===== config.mk =====
export PLATFORM = sky130hd
export DESIGN_NAME = i2c_byte_engine
export DESIGN_NICKNAME = d
export VERILOG_FILES = /design/src/rtl/i2cbe_pkg.sv /design/src/rtl/i2cbe_line_sync.sv /design/src/rtl/i2cbe_port_route.sv /design/src/rtl/i2cbe_byte_ctrl.sv /design/src/rtl/i2c_byte_engine.sv
export SDC_FILE = /design/constraint.sdc
export NUM_CORES = 1
export LEC_CHECK = 0
export BUFFER_PORTS_ARGS = -buffer_cell sky130_fd_sc_hd__buf_4
export CORE_ASPECT_RATIO = 0.7
export CORE_MARGIN = 8
export CORE_UTILIZATION = 58
export CTS_CLUSTER_SIZE = 28
export DETAILED_ROUTE_END_ITERATION = 10
export HOLD_SLACK_MARGIN = 0.15
export PLACE_DENSITY = 0.77
export SYNTH_ARGS = -nofsm -noshare
export SYNTH_HDL_FRONTEND = slang
export SYNTH_SLANG_ARGS = --single-unit

===== constraint.sdc =====
create_clock -name clk -period 2.5 [get_ports clk]
set_clock_uncertainty 0.1 [all_clocks]
set_input_delay 0.5 -clock clk [delete_from_list [all_inputs] [get_ports clk]]
set_output_delay 0.5 -clock clk [all_outputs]
set_load 0.02 [all_outputs]

===== src/rtl/i2cbe_pkg.sv =====
package i2cbe_pkg;

  localparam logic [1:0] REG_CTRL = 2'd0;
  localparam logic [1:0] REG_OWN  = 2'd1;
  localparam logic [1:0] REG_DATA = 2'd2;

  typedef struct packed {
    logic       sda_sel;
    logic       scl_sel;
    logic       wide;
    logic       free;
    logic       en;
    logic [2:0] bc;
  } ctrl_t;

  typedef enum logic [2:0] {
    S_IDLE, S_ADDR, S_DATA, S_LAST, S_ACK, S_ACKH, S_SKIP
  } bstate_t;

  // Length of a byte from the count field: zero stands for a full byte.
  function automatic logic [3:0] bits_in_byte(input logic [2:0] bc);
    return (bc == 3'd0) ? 4'd8 : {1'b0, bc};
  endfunction

  // Address comparison: 7-bit form ignores bit 0, wide form compares all bits.
  function automatic logic addr_hit(input logic [7:0] rx, input logic [7:0] own,
                                    input logic wide);
    return wide ? (rx == own) : (rx[7:1] == own[7:1]);
  endfunction

endpackage


===== src/rtl/i2cbe_line_sync.sv =====
module i2cbe_line_sync #(
  parameter int STAGES = 2
) (
  input  logic clk,
  input  logic rst_n,
  input  logic raw,
  output logic lvl,
  output logic rise,
  output logic fall
);
  logic [STAGES:0] pipe;

  always_ff @(posedge clk or negedge rst_n) begin
    if (!rst_n) pipe <= '1;
    else        pipe <= {pipe[STAGES-1:0], raw};
  end

  assign lvl  = pipe[STAGES-1];
  assign rise = pipe[STAGES-1] & ~pipe[STAGES];
  assign fall = ~pipe[STAGES-1] & pipe[STAGES];
endmodule


===== src/rtl/i2cbe_port_route.sv =====
module i2cbe_port_route #(
  parameter  int NPORT = 2,
  localparam int SW    = (NPORT > 1) ? $clog2(NPORT) : 1
) (
  input  logic [NPORT-1:0] pad_in,
  input  logic [SW-1:0]    sel,
  input  logic             drive,
  output logic             line_in,
  output logic [NPORT-1:0] pad_oe
);
  assign line_in = pad_in[sel];

  for (genvar g = 0; g < NPORT; g++) begin : g_pin
    assign pad_oe[g] = drive && (sel == SW'(g));
  end
endmodule


===== src/rtl/i2cbe_byte_ctrl.sv =====
module i2cbe_byte_ctrl
  import i2cbe_pkg::*;
(
  input  logic       clk,
  input  logic       rst_n,
  input  logic       reg_we,
  input  logic [1:0] reg_addr,
  input  logic [7:0] reg_wdata,
  input  logic       scl_lvl,
  input  logic       scl_rise,
  input  logic       scl_fall,
  input  logic       sda_lvl,
  input  logic       sda_rise,
  input  logic       sda_fall,
  output ctrl_t      ctrl_q,
  output logic       sda_drive,
  output logic       scl_hold,
  output logic [7:0] shift_q,
  output logic       pending,
  output logic       busy,
  output logic       collide,
  output logic       addressed,
  output logic       gencall,
  output logic       irq,
  output logic       start_ev,
  output logic       stop_ev,
  output logic       data_wr
);
  bstate_t    state;
  logic [7:0] own_q;
  logic [3:0] cnt;
  logic       txmode, was_addr, sda_drv, stretch;
  logic [7:0] nb;
  logic [3:0] cnt_n;

  assign start_ev  = scl_lvl & sda_fall;
  assign stop_ev   = scl_lvl & sda_rise;
  assign data_wr   = reg_we && (reg_addr == REG_DATA) && ctrl_q.en;
  assign nb        = {shift_q[6:0], sda_lvl};
  assign cnt_n     = cnt + 4'd1;
  assign sda_drive = ctrl_q.en & sda_drv;
  assign scl_hold  = ctrl_q.en & stretch;

  always_ff @(posedge clk or negedge rst_n) begin
    if (!rst_n) begin
      ctrl_q    <= '0;
      own_q     <= '0;
      shift_q   <= '0;
      cnt       <= '0;
      state     <= S_IDLE;
      pending   <= 1'b1;
      busy      <= 1'b0;
      collide   <= 1'b0;
      addressed <= 1'b0;
      gencall   <= 1'b0;
      txmode    <= 1'b0;
      was_addr  <= 1'b0;
      sda_drv   <= 1'b0;
      stretch   <= 1'b0;
      irq       <= 1'b0;
    end else begin
      irq <= 1'b0;
      if (reg_we && reg_addr == REG_CTRL) ctrl_q <= ctrl_t'(reg_wdata);
      if (reg_we && reg_addr == REG_OWN)  own_q  <= reg_wdata;
      if (!ctrl_q.en) begin
        pending <= 1'b1;
        busy    <= 1'b0;
        collide <= 1'b0;
        state   <= S_IDLE;
        sda_drv <= 1'b0;
        stretch <= 1'b0;
        txmode  <= 1'b0;
      end else begin
        if (data_wr) begin
          shift_q <= reg_wdata;
          pending <= 1'b0;
          stretch <= 1'b0;
          if (txmode && state == S_DATA && !scl_lvl) sda_drv <= ~reg_wdata[7];
        end
        if (start_ev) begin
          busy      <= 1'b1;
          ctrl_q.bc <= 3'd0;
          cnt       <= '0;
          state     <= ctrl_q.free ? S_DATA : S_ADDR;
          addressed <= 1'b0;
          gencall   <= 1'b0;
          txmode    <= 1'b0;
          sda_drv   <= 1'b0;
          stretch   <= 1'b0;
        end else if (stop_ev) begin
          busy    <= 1'b0;
          state   <= S_IDLE;
          txmode  <= 1'b0;
          sda_drv <= 1'b0;
          stretch <= 1'b0;
        end else if (scl_rise) begin
          case (state)
            S_ADDR, S_DATA: begin
              if (txmode && state == S_DATA && shift_q[7] && !sda_lvl) begin
                collide <= 1'b1;
                state   <= S_SKIP;
                sda_drv <= 1'b0;
              end else begin
                shift_q <= nb;
                cnt     <= cnt_n;
                if (cnt_n == bits_in_byte(ctrl_q.bc)) begin
                  was_addr <= (state == S_ADDR);
                  if (state == S_DATA) begin
                    pending <= 1'b1;
                    irq     <= 1'b1;
                    state   <= S_LAST;
                  end else if (nb == 8'h00) begin
                    gencall <= 1'b1;
                    pending <= 1'b1;
                    irq     <= 1'b1;
                    state   <= S_LAST;
                  end else if (addr_hit(nb, own_q, ctrl_q.wide)) begin
                    addressed <= 1'b1;
                    txmode    <= ~ctrl_q.wide & nb[0];
                    pending   <= 1'b1;
                    irq       <= 1'b1;
                    state     <= S_LAST;
                  end else begin
                    state <= S_SKIP;
                  end
                end
              end
            end
            S_ACK:   state <= S_ACKH;
            default: ;
          endcase
        end else if (scl_fall) begin
          case (state)
            S_LAST: begin
              sda_drv <= ~(txmode & ~was_addr);
              state   <= S_ACK;
            end
            S_ACKH: begin
              state   <= S_DATA;
              cnt     <= '0;
              sda_drv <= txmode & ~pending & ~shift_q[7];
              stretch <= pending;
            end
            S_DATA:  if (txmode) sda_drv <= ~shift_q[7];
            default: ;
          endcase
        end
      end
    end
  end
endmodule


===== src/rtl/i2c_byte_engine.sv =====
module i2c_byte_engine
  import i2cbe_pkg::*;
#(
  parameter  int SYNC_STAGES = 2,
  parameter  int NPORT       = 2,
  parameter  int DW          = 8,
  localparam int SW          = (NPORT > 1) ? $clog2(NPORT) : 1
) (
  input  logic             clk,
  input  logic             rst_n,
  input  logic             reg_we,
  input  logic [1:0]       reg_addr,
  input  logic [DW-1:0]    reg_wdata,
  input  logic [NPORT-1:0] scl_pad_in,
  input  logic [NPORT-1:0] sda_pad_in,
  output logic [NPORT-1:0] scl_pad_oe,
  output logic [NPORT-1:0] sda_pad_oe,
  output logic [DW-1:0]    shift_q,
  output logic             stat_pending,
  output logic             stat_busy,
  output logic             stat_collide,
  output logic             stat_addressed,
  output logic             stat_gencall,
  output logic             irq
);
  ctrl_t ctrl_q;
  logic  scl_raw, sda_raw;
  logic  scl_lvl, scl_rise, scl_fall;
  logic  sda_lvl, sda_rise, sda_fall;
  logic  sda_drive, scl_hold;
  logic  start_ev, stop_ev, data_wr;
  logic  en, scl_sel, sda_sel;

  assign en      = ctrl_q.en;
  assign scl_sel = ctrl_q.scl_sel;
  assign sda_sel = ctrl_q.sda_sel;

  i2cbe_port_route #(.NPORT(NPORT)) u_scl_route (
    .pad_in(scl_pad_in), .sel(SW'(scl_sel)), .drive(scl_hold),
    .line_in(scl_raw), .pad_oe(scl_pad_oe));

  i2cbe_port_route #(.NPORT(NPORT)) u_sda_route (
    .pad_in(sda_pad_in), .sel(SW'(sda_sel)), .drive(sda_drive),
    .line_in(sda_raw), .pad_oe(sda_pad_oe));

  i2cbe_line_sync #(.STAGES(SYNC_STAGES)) u_scl_sync (
    .clk(clk), .rst_n(rst_n), .raw(scl_raw),
    .lvl(scl_lvl), .rise(scl_rise), .fall(scl_fall));

  i2cbe_line_sync #(.STAGES(SYNC_STAGES)) u_sda_sync (
    .clk(clk), .rst_n(rst_n), .raw(sda_raw),
    .lvl(sda_lvl), .rise(sda_rise), .fall(sda_fall));

  i2cbe_byte_ctrl u_ctrl (
    .clk(clk), .rst_n(rst_n),
    .reg_we(reg_we), .reg_addr(reg_addr), .reg_wdata(reg_wdata),
    .scl_lvl(scl_lvl), .scl_rise(scl_rise), .scl_fall(scl_fall),
    .sda_lvl(sda_lvl), .sda_rise(sda_rise), .sda_fall(sda_fall),
    .ctrl_q(ctrl_q), .sda_drive(sda_drive), .scl_hold(scl_hold),
    .shift_q(shift_q), .pending(stat_pending), .busy(stat_busy),
    .collide(stat_collide), .addressed(stat_addressed), .gencall(stat_gencall),
    .irq(irq), .start_ev(start_ev), .stop_ev(stop_ev), .data_wr(data_wr));
endmodule


* Word-level counts from Yosys, hierarchy flattened
Cells that the tools add are included.
Cells by class: reduce and logical (&&, ||, !) cells 32, shifts and indexed selects 0, magnitude comparators 2, multiplexer cells 110, multipliers 0, div/mod/pow operators 0, add/sub/neg operators 1, bitwise operators 27, equal/unequal tests 33
Operator list (count):
- $mux W1 | 79
- $mux W8 | 6
- $mux W3 | 13
- $mux W4 | 8
- $ne A4 B4 Y1 const B | 7
- $ne A2 B2 Y1 const B | 9
- $not A1 Y1 | 15
- $reduce_and A7 Y1 | 2
- $and A1 B1 Y1 | 12
- $logic_and A1 B1 Y1 | 12
- $ne A6 B6 Y1 const B | 2
- $pmux W3 S2 | 2
- $reduce_bool A2 Y1 | 5
- $reduce_and A9 Y1 | 1
- $eq A8 B8 Y1 | 1
- $logic_not A8 Y1 | 1
- $reduce_and A8 Y1 | 1
- $eq A7 B7 Y1 | 1
- $ne A7 B7 Y1 const B | 1
- $eq A3 B2 Y1 const B | 2
- $eq A3 B3 Y1 const B | 2
- $ne A3 B3 Y1 const B | 2
- $reduce_and A6 Y1 | 1
- $reduce_bool A3 Y1 | 2
- 16 further kinds | 18
Storage, ports and cells: memory bits (read-only) 0, output and inout bits 18, logic and storage cells 227, bits in writable memories 0, input port bits 17, memories 0, flip-flop bits (word level) 47, latch bits 0

* Depth between registers and ports, before layout
depth after elaboration 14, mapped depth 7, mapped depth without buffers 6

* By module
A second synthesis with hierarchy kept.
Second synthesis, totals: cell total of the unflattened synthesis 241, area total of the unflattened synthesis 2511.2 µm²
By module, submodules not included:
- i2cbe_byte_ctrl | seq. area each 1027.2 µm², times used 1, area each 2260.9 µm², cells each 225
- i2cbe_line_sync | seq. area each 78.8 µm², times used 2, area each 93.8 µm², cells each 5
- i2cbe_port_route | seq. area each 0.0 µm², times used 2, area each 31.3 µm², cells each 3

* Least setup slack after synthesis
OpenSTA, ideal clock, no wires.
path kind register -> register, from register u_ctrl.cnt[0], to register u_ctrl.state[0], cell stages (with the launch flop) 7, library setup time 0.128 ns, required time 2.272 ns, period minus slack after synthesis 2.197 ns, data arrival time 1.969 ns, path buffers 0, path slack 0.303 ns, cells stage by stage dfrtp_1 ha_1 xor2_1 or2_0 nand3b_1 a31oi_4 mux2_1
Between the ends: longest elaborated chain between the ends 4
RTL lines:
- start, declared | line i2cbe_byte_ctrl.sv:31 | logic [3:0] cnt;
- start signal, assigned | line i2cbe_byte_ctrl.sv:105 | cnt <= cnt_n;
- $add A4 B1 Y4 | line i2cbe_byte_ctrl.sv:40 | assign cnt_n = cnt + 4'd1;
- $eq A4 B4 Y1 | line i2cbe_byte_ctrl.sv:106 | if (cnt_n == bits_in_byte(ctrl_q.bc)) begin
- $ne A7 B7 Y1 (no line)
- $reduce_and A4 Y1 (no line)
- end signal, assigned | line i2cbe_byte_ctrl.sv:84 | state <= ctrl_q.free ? S_DATA : S_ADDR;
- end, declared | line i2cbe_byte_ctrl.sv:29 | bstate_t state;
No other way between the ends. A chain may end at the register's enable or synchronous reset.

* Final worst setup path
Same ends and word-level chain as after synthesis.

==> results.sh <==
export IMPL_p_per_area_mw_per_mm2=856
export IMPL_r2r_slack_ns=0.15
export IMPL_via_count=2143
export IMPL_p_total_mw=2.65
export IMPL_clockRootBuffer="clkbuf_8"
export IMPL_hpwl_um=4880
export IMPL_critPathKind="flip-flop to flip-flop"
export IMPL_max_slew_margin_rel_pct=61.8
export IMPL_finalWeightedCongestion=0.954
export IMPL_ys_flop_type="dfrtp_1"
export IMPL_cp_end_kind="flip-flop"
export IMPL_synth_seq_area_share_pct=43.9
export IMPL_grt_pass1_wl_um=10900
export IMPL_drc=0
export IMPL_synthesis_nets=275
export IMPL_setup_tns_ns=0
export IMPL_hold_end="u_scl_sync.pipe[1]"
export IMPL_ir_worst_vdd_v=0.000623
export IMPL_dp_cells=339
export IMPL_worstSkewPairLatency_ns=0.31
export IMPL_die_h_um=73.1
export IMPL_fin_area_mm2=0.00310
export IMPL_wl_met3_um=448
export IMPL_cts_sinks=47
export IMPL_final_common_cell="dfrtp_1"
export IMPL_grt_overflow_total=0
export IMPL_worstHoldPathType="flip-flop to flip-flop"
export IMPL_fin_crit_sh_pct=94.0
export IMPL_grt_max_degree=48
export IMPL_synthArstFlopShare_pct=100
export IMPL_drive_above_1_share_pct=26.6
export IMPL_synth_edff_count=0
export IMPL_clk_pin_slew_worst_paths_ns=0.09
export IMPL_cts_setup_buffers=0
export IMPL_setup_violations_final=0
export IMPL_netlist_instances=257
export IMPL_ys_ff_latch=47
export IMPL_cts_buffer_depth=2
export IMPL_via_per_inst=6.16
export IMPL_hold_buffers=1
export IMPL_cts_buffers=5
export IMPL_maxUsedRoutingLayer="met4"
export IMPL_syn_area_mm2=0.00270
export IMPL_drt_iter0_markers=146
export IMPL_worstPathArrival_ns=2.44
export IMPL_outcome="complete, no violations"
export IMPL_stdcell_count=348
export IMPL_cts_resized=0
export IMPL_hp_start="u_scl_sync.pipe[0]"
export IMPL_ant_nets=0
export IMPL_die_area_mm2=0.00713
export IMPL_fmax_mhz=426
export IMPL_diodes=0
export IMPL_core_region_area_mm2=0.00440
export IMPL_critical_path_max_fanout=6
export IMPL_worstPathRequired_ns=2.59
export IMPL_start_util_pct=61.3
export IMPL_slowest_stage="dfrtp_1"
export IMPL_syn_avg_cell_area_um2=10.5
export IMPL_synth_cell_types=63
export IMPL_rsz0062_at_grt="false"
export IMPL_wl_um=6470
export IMPL_wl_met1_um=3220
export IMPL_rows=20
export IMPL_layout_common_cells="dfrtp_1, buf_4, nand2_1, mux2_2, nor2_1"
export IMPL_r2r_end="u_ctrl.state[0]"
export IMPL_p_leak_nw=1.33
export IMPL_gr_usage_all_layers_pct=19.0
export IMPL_final_hold_violation_count=0
export IMPL_cp_num_buf_inv=0
export IMPL_min_period_ns=2.35
export IMPL_met2_length_um=2760
export IMPL_min_path_cells=0
export IMPL_holdWs_ns=0.267
export IMPL_die_w_um=97.6
export IMPL_crit_family="simple AND/OR/NAND/NOR gates"
export IMPL_ys_warn_count=0
export IMPL_synthToLayoutAreaGrowth_pct=14.6
export IMPL_ios=35
export IMPL_portBuffers=34
export IMPL_nets=310
export IMPL_dr_pass1_iters=4
export IMPL_worst_pin_slew_ns=0.572
export IMPL_crit_chain="ha_1, xor2_1, or2_0, nand3b_1, a31oi_4, mux2_1"
export IMPL_htreeDepth=2
export IMPL_slew_viol_final=0
export IMPL_critPathLaunchType="flip-flop"
export IMPL_wl_per_cell_um=18.6
export IMPL_placed_area_mm2=0.00300
export IMPL_grt_pass1_vias=2080
export IMPL_slowest_delay_ns=0.43
export IMPL_antenna_found_initial=0
export IMPL_drv_cap=0
export IMPL_cts_tree="yes"
export IMPL_worst_r2r_startpoint="u_ctrl.cnt[0]"
export IMPL_r2r_cells=6
[kinds of logic after synthesis]
family	share of synthesized area (%)
and+or+nand+nor	21.0
AOI/OAI and AO/OA	15.4
adders and majority gates	0.463
xor gates and xnor gates	5.42
muxes	10.8
DFF	43.9
buffers and inverters	3.01
[per-layer routing]
layer | track usage, % | up-vias
li1 | - | 1022
met1 | 27.9 | 1041
met2 | 26.9 | 72
met3 | 5.68 | 8
met4 | 2.51 | 0
met5 | 0 | -
[registers in the layout, summed over array words and instances (netlist names), 3 cells and up]
signal / cells
u_ctrl.state: 3
u_sda_sync.pipe: 3
u_scl_sync.pipe: 3
u_ctrl.own_q: 8
u_ctrl.cnt: 4
u_ctrl.shift_q: 8
u_ctrl.ctrl_q: 8
[synthesized netlist by cell type, types with 2 or more instances]
| master | count | area (um^2) |
|---|---|---|
| a21oi_1 | 8 | 40.0 |
| a22o_1 | 3 | 26.3 |
| a2bb2oi_1 | 6 | 52.6 |
| a31oi_1 | 2 | 12.5 |
| a32o_1 | 2 | 20.0 |
| and2_1 | 4 | 25.0 |
| and3_1 | 4 | 25.0 |
| buf_2 | 5 | 25.0 |
| clkbuf_1 | 5 | 18.8 |
| dfrtp_1 | 40 | 1000 |
| dfstp_2 | 7 | 184 |
| inv_1 | 5 | 18.8 |
| mux2_2 | 16 | 180 |
| mux2i_1 | 10 | 100 |
| nand2_1 | 21 | 78.8 |
| nand2b_1 | 5 | 31.3 |
| nand3_1 | 7 | 35.0 |
| nand3b_1 | 7 | 52.6 |
| nand4b_1 | 2 | 17.5 |
| nor2_1 | 13 | 48.8 |
| nor2b_1 | 7 | 43.8 |
| nor3_1 | 4 | 20.0 |
| nor3b_1 | 3 | 22.5 |
| nor4_1 | 5 | 31.3 |
| nor4b_1 | 2 | 17.5 |
| o21a_1 | 2 | 15.0 |
| o21ai_0 | 7 | 35.0 |
| o221ai_1 | 3 | 26.3 |
| o2bb2ai_1 | 2 | 17.5 |
| o31a_1 | 3 | 26.3 |
| or3_1 | 3 | 18.8 |
| xnor2_1 | 9 | 78.8 |
| xor2_1 | 5 | 43.8 |
[through the flow]
step	setup slack, ns	utilization (%)
6_report	0.151	70.3
5_1_grt	0.0593	70.3
4_1_cts	0.158	70.3
3_5_place_dp	0.168	68.1
3_3_place_gp	0.241	68.1
2_1_floorplan	0.303	-
[cell type report]
type,count,area (um^2)
clock buffer,6,72.6
inverter,5,18.8
timing repair buffer,40,303
fill,334,1310
sequential,47,1180
multi-input combinational,193,1430
clock inverter,2,13.8
tap,55,68.8
[power breakdown]
part | internal [mW] | switching (mW) | leakage, nW
Sequential | 0.935 | 0.255 | 0.574
Clock | 0.198 | 0.259 | 0.0452
Combinational | 0.470 | 0.534 | 0.708
Total | 1.60 | 1.05 | 1.33
[worst register-to-register path: stages (launching register included)]
cell,delay (ns)
dfrtp_1,0.43
ha_1,0.34
xor2_1,0.17
or2_0,0.36
nand3b_1,0.27
a31oi_4,0.23
mux2_1,0.34
[worst max-delay path by stage]
stage | start | end | cells after the start
global route | u_ctrl.cnt[0] | u_ctrl.state[0] | 6
global placement | u_ctrl.cnt[0] | u_ctrl.state[0] | 6
CTS | u_ctrl.cnt[0] | u_ctrl.state[0] | 6
finish | u_ctrl.cnt[0] | u_ctrl.state[0] | 6
floorplan | u_ctrl.cnt[0] | u_ctrl.state[0] | 6
detailed placement | u_ctrl.cnt[0] | u_ctrl.state[0] | 6
(Power assumes the default switching activity.)
